$ cat src/rtl/rx_frame_packer.sv
module rx_frame_packer #(
  parameter int PAGE_W    = 2,
  parameter int BUF_BYTES = 2048,
  parameter int LEN_W     = 16,
  parameter int MIN_FRAME = 64,
  parameter int MAX_STD   = 1518
) (
  input  logic                          clk,
  input  logic                          rst_n,
  input  logic                          rx_en,
  input  logic                          soft_rst,
  input  logic                          crc_strip,
  input  logic [PAGE_W-1:0]             page,
  input  logic                          s_start,
  input  logic                          s_valid,
  input  logic                          s_last,
  input  logic [7:0]                    s_data,
  input  logic [LEN_W-1:0]              s_len,
  output logic                          s_ready,
  output logic                          ram_we,
  output logic [PAGE_W-1:0]             ram_page,
  output logic [$clog2(BUF_BYTES)-1:0]  ram_addr,
  output logic [7:0]                    ram_wdata,
  output logic                          push,
  output logic [PAGE_W-1:0]             push_page
);
  localparam int ADDR_W = $clog2(BUF_BYTES);
  localparam int CNT_W  = LEN_W + 1;
  localparam logic [ADDR_W-1:0] PAD_END = ADDR_W'(MIN_FRAME + 3);

  typedef enum logic [2:0] {S_IDLE, S_DATA, S_SKIP, S_PAD, S_CRC, S_CTRL, S_HDR, S_PUSH} st_t;

  st_t               st;
  logic [LEN_W-1:0]  len_q, cnt_q;
  logic [ADDR_W-1:0] wptr;
  logic [ADDR_W:0]   bcount_q;
  logic [1:0]        sub;
  logic [31:0]       crc_q;
  logic [7:0]        odd_q;
  logic [PAGE_W-1:0] page_q;
  logic              strip_q, short_q;

  function automatic logic [31:0] crc_step(input logic [31:0] c, input logic [7:0] b);
    logic [31:0] r;
    r = c;
    for (int i = 0; i < 8; i++)
      r = (r[0] ^ b[i]) ? ((r >> 1) ^ 32'hEDB88320) : (r >> 1);
    return r;
  endfunction

  wire              idle      = (st == S_IDLE);
  wire [LEN_W-1:0]  len_c     = idle ? s_len : len_q;
  wire [LEN_W-1:0]  even_c    = {len_c[LEN_W-1:1], 1'b0};
  wire              short_c   = len_c < LEN_W'(MIN_FRAME);
  wire [CNT_W-1:0]  padded_c  = short_c ? CNT_W'(MIN_FRAME) : CNT_W'(even_c);
  wire [CNT_W-1:0]  count_c   = padded_c + CNT_W'(6) + (crc_strip ? CNT_W'(0) : CNT_W'(4));
  wire              accept    = rx_en && !soft_rst && (count_c <= CNT_W'(BUF_BYTES));
  wire              start_ok  = idle && s_valid && s_start && accept;
  wire              take      = start_ok || (st == S_DATA && s_valid);
  wire [LEN_W-1:0]  cnt_c     = idle ? '0 : cnt_q;
  wire              tail      = (cnt_c == even_c);
  wire              short_h   = idle ? short_c : short_q;
  wire              strip_h   = idle ? crc_strip : strip_q;
  wire              data_we   = take && !(tail && !short_h);
  wire [ADDR_W-1:0] wptr_c    = idle ? ADDR_W'(4) : wptr;
  wire [31:0]       crc_nx    = crc_step(idle ? 32'hFFFF_FFFF : crc_q, (st == S_PAD) ? 8'h00 : s_data);
  wire              long_odd  = len_q[0] && !short_q;
  wire [7:0]        stat_hi   = {3'b000, len_q[0], len_q > LEN_W'(MAX_STD), 3'b000};
  st_t              after_data;

  assign after_data = short_h ? S_PAD : (strip_h ? S_CTRL : S_CRC);
  assign s_ready    = idle || st == S_DATA || st == S_SKIP;
  assign ram_we     = data_we || st == S_PAD || st == S_CRC || st == S_CTRL || st == S_HDR;
  assign ram_addr   = (st == S_HDR) ? ADDR_W'(sub) : wptr_c;
  assign ram_page   = idle ? page : page_q;
  assign push       = (st == S_PUSH);
  assign push_page  = page_q;

  always_comb begin
    case (st)
      S_PAD:  ram_wdata = 8'h00;
      S_CRC:  ram_wdata = ~crc_q[7:0];
      S_CTRL: ram_wdata = sub[0] ? (long_odd ? 8'h60 : 8'h40) : (long_odd ? odd_q : 8'h00);
      S_HDR:
        case (sub)
          2'd0:    ram_wdata = 8'h00;
          2'd1:    ram_wdata = stat_hi;
          2'd2:    ram_wdata = bcount_q[7:0];
          default: ram_wdata = 8'(bcount_q >> 8);
        endcase
      default: ram_wdata = s_data;
    endcase
  end

  always_ff @(posedge clk or negedge rst_n) begin
    if (!rst_n) begin
      st <= S_IDLE; len_q <= '0; cnt_q <= '0; wptr <= '0; bcount_q <= '0;
      sub <= '0; crc_q <= '1; odd_q <= '0; page_q <= '0; strip_q <= 1'b0; short_q <= 1'b0;
    end else begin
      if (start_ok) begin
        len_q    <= s_len;
        page_q   <= page;
        strip_q  <= crc_strip;
        short_q  <= short_c;
        bcount_q <= count_c[ADDR_W:0];
      end
      if (take) begin
        crc_q <= crc_nx;
        cnt_q <= cnt_c + LEN_W'(1);
        wptr  <= data_we ? wptr_c + ADDR_W'(1) : wptr_c;
        if (tail) odd_q <= s_data;
        sub   <= '0;
        st    <= s_last ? after_data : S_DATA;
      end else begin
        case (st)
          S_IDLE: if (s_valid && s_start && !s_last) st <= S_SKIP;
          S_SKIP: if (s_valid && s_last) st <= S_IDLE;
          S_PAD: begin
            wptr  <= wptr + ADDR_W'(1);
            crc_q <= crc_nx;
            if (wptr == PAD_END) st <= strip_q ? S_CTRL : S_CRC;
          end
          S_CRC: begin
            wptr  <= wptr + ADDR_W'(1);
            crc_q <= {8'hFF, crc_q[31:8]};
            sub   <= sub + 2'd1;
            if (sub == 2'd3) st <= S_CTRL;
          end
          S_CTRL: begin
            wptr <= wptr + ADDR_W'(1);
            sub  <= (sub == 2'd1) ? 2'd0 : sub + 2'd1;
            if (sub == 2'd1) st <= S_HDR;
          end
          S_HDR: begin
            sub <= sub + 2'd1;
            if (sub == 2'd3) st <= S_PUSH;
          end
          S_PUSH: st <= S_IDLE;
          default: ;
        endcase
      end
    end
  end

  // no write of a stored frame lands at or beyond its byte count
  p_we_in_count_r2: assert property (@(posedge clk) disable iff (!rst_n)
    (ram_we && !idle) |-> ({1'b0, ram_addr} < bcount_q));

  // push is a single-cycle pulse
  p_push_pulse_r8: assert property (@(posedge clk) disable iff (!rst_n)
    push |=> !push);

  // push follows the last header byte
  p_push_after_hdr_r8: assert property (@(posedge clk) disable iff (!rst_n)
    push |-> ($past(ram_we) && $past(ram_addr) == ADDR_W'(3)));

  // a frame starting while disabled writes nothing
  p_drop_disabled_r1: assert property (@(posedge clk) disable iff (!rst_n)
    (idle && s_valid && s_start && (!rx_en || soft_rst)) |=> (!ram_we && !push));
endmodule

$ cat config.mk
export PLATFORM = sky130hd
export DESIGN_NAME = rx_frame_packer
export DESIGN_NICKNAME = d
export VERILOG_FILES = /design/src/rtl/rx_frame_packer.sv
export SDC_FILE = /design/constraint.sdc
export NUM_CORES = 1
export LEC_CHECK = 0
export ABC_AREA = 1
export BUFFER_PORTS_ARGS = -buffer_cell sky130_fd_sc_hd__buf_4
export CAP_MARGIN = 20
export CORE_MARGIN = 10
export CORE_UTILIZATION = 50
export DETAILED_ROUTE_END_ITERATION = 10
export PLACE_DENSITY = 0.68
export SLEW_MARGIN = 20
export SYNTH_ARGS = -nofsm -noshare
export SYNTH_HDL_FRONTEND = slang
export SYNTH_SLANG_ARGS = --single-unit
$ cat constraint.sdc
create_clock -name clk -period 4.2 [get_ports clk]
set_input_delay 0.21 -clock clk [delete_from_list [all_inputs] [get_ports clk]]
set_output_delay 0.21 -clock clk [all_outputs]
set_load 0.05 [all_outputs]
==> metrics <==
Netlist cell types=58; number of synthesized flops with an enable pin=0; crit-path cells=nor2_4 -> buf_12 -> nand3b_1 -> nand2_2 -> nand2_2 -> nor2_4 -> nand3_4 -> nand2_2 -> ha_4 -> inv_2 -> ha_4 -> inv_2 -> fa_2 -> nor2_4 -> nand4_1 -> nor2_2 -> xor2_1 -> nand3_1 -> nand2_2 -> a21boi_4 -> o21ai_4 -> buf_8; clock-pin slew on the worst setup and hold paths=70 ps; area leader, netlist=dfrtp_1; post-synthesis sequential area ratio=0.335; Yosys reg bits=103; initial DRC count=703; Worst Hold Class=in2async; Syn. warnings=0; GRT Util Overall=0.204; Global Route met1 Usage=0.298; Worst Path Max Fanout=8; crit start category=register; most frequent cell after synthesis=nand2_1; status=complete, no violations; clock net sink count=103; Slowest-stage cell, CP=fa_2; Pre-antenna DRT Iters=5; Routed Antenna Nets=0; met2 Usage GRT=0.300; ranking of synthesized cells by area=dfrtp_1 23%, nand2_1 11%, dfstp_2 11%, xor2_1 7.2%, inv_1 6.6%; initial antenna violation count=0; P per Cell Area=964 nW/µm²; Final nets=1166; Worst Tran Pin Value=973 ps; Fin. Hold Viols=0; crit path DAT=3910 ps; first-pass GRT wire length=35900 µm; Core Util, Final=0.591; CP top delay family=simple AND/OR/NAND/NOR gates; vias in the first global route=roughly 6.8k; hold_buf cts=0; grt ovf=0; Initial Utilization=0.512; CP required=between 3000 and 4000 ps; Die H=145 µm; Final period util=0.980; die area=between 20000 and 25000 µm²; Area Overhead vs Synth=15.4%; final count of negative-setup-slack endpoints=0; Inserted Clock Buffers=9; row count=45; port bufs=59; Clock Path Buffers=2; Post-synth top cells=227 x nand2_1, 138 x inv_1, 115 x nor2_1; H-tree Lvls=3; Hold Slack=4.81 ps; pin count of the biggest net entering global routing=75; antenna cell count=0; fraction of layout instances using a drive strength above 1=0.223; Max Cap Violations=0; Ports=60; most used routing layer=met2; drt wl/cell=approximately 16 µm; maximum clock rate=0.243 GHz; relative slew slack=0.351; most frequent CP cell=nand2_2; vias per cell=5.37; synthesized area=a little under 8000 µm²; number of vias in the routed layout=approximately 7k; GR Util met3=0.0348; Async S/R FF share, synth=1.00; RD Place Congestion=a little over 0.9; Final min period=4120 ps; Worst-Skew Late Latency=360 ps; worst clock skew=7.32 ps; Buf/Inv on CP=4; dpl hpwl=16000 µm; Die W=145 µm; max incr delay on CP=between 400 and 500 ps; Remaining DRCs=0; Root Buffer=clkbuf_16; Top FF cell, synth=dfrtp_1; Max Slew Vio Count=0; DRT Wirelength=approximately 22000 µm; CTS tree=done; RSZ-0062 raised after global routing=yes; CP Class=reg2out; CP endpoint kind=primary output; Core ar.=between 15000 and 20000 µm²; Yosys top cell area share=0.227; Syn Nets=about 1.1k; cells after synthesis=~1.1k; Avg Cell Area, Syn=7.38 µm²; leak pwr=between 4 and 5 nW; worst vdd ir=0.515 mV
path summary, 6_finish.rpt:
kind | startpoint | to | slack (ps) | cells after the start
max in group asynchronous | rst_n | crc_q[18] | 3190 | 2
max | st[1] | ram_we | 80 | 22
min in group clk | s_len[0] | len_q[0] | 70 | 3
min reg2reg | crc_q[19] | crc_q[19] | 470 | 2
max reg2reg | st[1] | wptr[0] | 130 | 25
min | rst_n | wptr[4] | 5 | 1
stage by stage:
stage          TNS (ps)  setup WS, ps  instances  total power, W  area [µm²]
6_report              0          83.5       1341         0.00869        9010
3_5_place_dp       -988         -87.7       1314         0.00760        8480
5_1_grt           -1640          -110       1341         0.00944        9010
4_1_cts               0          33.3       1334         0.00859        8870
3_3_place_gp          0          80.0       1314         0.00751        8480
2_1_floorplan         0          37.4       1058         0.00630        7820
where the power goes:
group / switching (W) / total (W) / internal [W]
clock: 0.000406 / 0.000901 / 0.000495
combinational: 0.00398 / 0.00617 / 0.00220
sequential: 0.000188 / 0.00162 / 0.00143
routing by layer:
| layer | vias to the layer above | wire length, µm |
|---|---|---|
| li1 | 3521 | - |
| met1 | 3415 | 10700 |
| met2 | 243 | 9390 |
| met3 | 24 | 1370 |
| met4 | 0 | 339 |
| met5 | - | 0 |
logic make-up (layout without fill, tap and decap cells):
| kind of cell | after synthesis | count (layout) | share of synthesized area |
|---|---|---|---|
| AOI/OAI and AO/OA | 182 | 182 | 0.140 |
| adders and majority gates | 7 | 7 | 0.0122 |
| and+or+nand+nor | 480 | 480 | 0.280 |
| DFF | 103 | 103 | 0.335 |
| buffers and inverters | 194 | 266 | 0.113 |
| xor gates and xnor gates | 92 | 92 | 0.120 |
what timing repair did:
item	4_1_cts	5_1_grt
gates resized for setup	9	22
endpoints found under the setup margin	25	72
setup buffers	5	7
pin swaps	5	22
flip-flops by register name, summed over array words and instances (netlist names):
register and flops:
bcount_q 11, cnt_q 16, crc_q 32, len_q 16, odd_q 8, push_page 2
short_q 1, st 3, strip_q 1, sub 2, wptr 11
layout by cell type, fill, tap and decap left out, types with 4 or more instances in the layout:
| cell | instances |
|---|---|
| a21oi_1 | 13 |
| nand3_1 | 37 |
| xor2_1 | 64 |
| o22ai_1 | 7 |
| dfrtp_1 | 71 |
| nor2_4 | 7 |
| dfstp_2 | 32 |
| inv_1 | 136 |
| nand2_1 | 223 |
| o2111ai_1 | 7 |
| nor3_1 | 16 |
| o21ai_1 | 40 |
| o211ai_1 | 10 |
| xor2_2 | 5 |
| ha_1 | 4 |
| buf_4 | 96 |
| clkbuf_16 | 11 |
| nand2_2 | 26 |
| nand4_1 | 17 |
| a31oi_1 | 9 |
| nor3_2 | 4 |
| nor2_1 | 110 |
| o21ai_0 | 68 |
| nand3_2 | 7 |
| nor2_2 | 9 |
| xnor2_1 | 18 |
| o21ai_2 | 9 |
| nand3b_1 | 6 |
| nand2_4 | 4 |
| inv_2 | 9 |
final cells by class:
cell class              instances  area [µm²]
well taps                     211         264
inverters                     150         578
fillers                      1425        6250
clock buffers                  12         289
repair buffers                100         787
clock inverters                 4        28.8
flip-flops and latches        103        2620
multi-input cells             761        4450
Power figures use the tool's default switching activity.
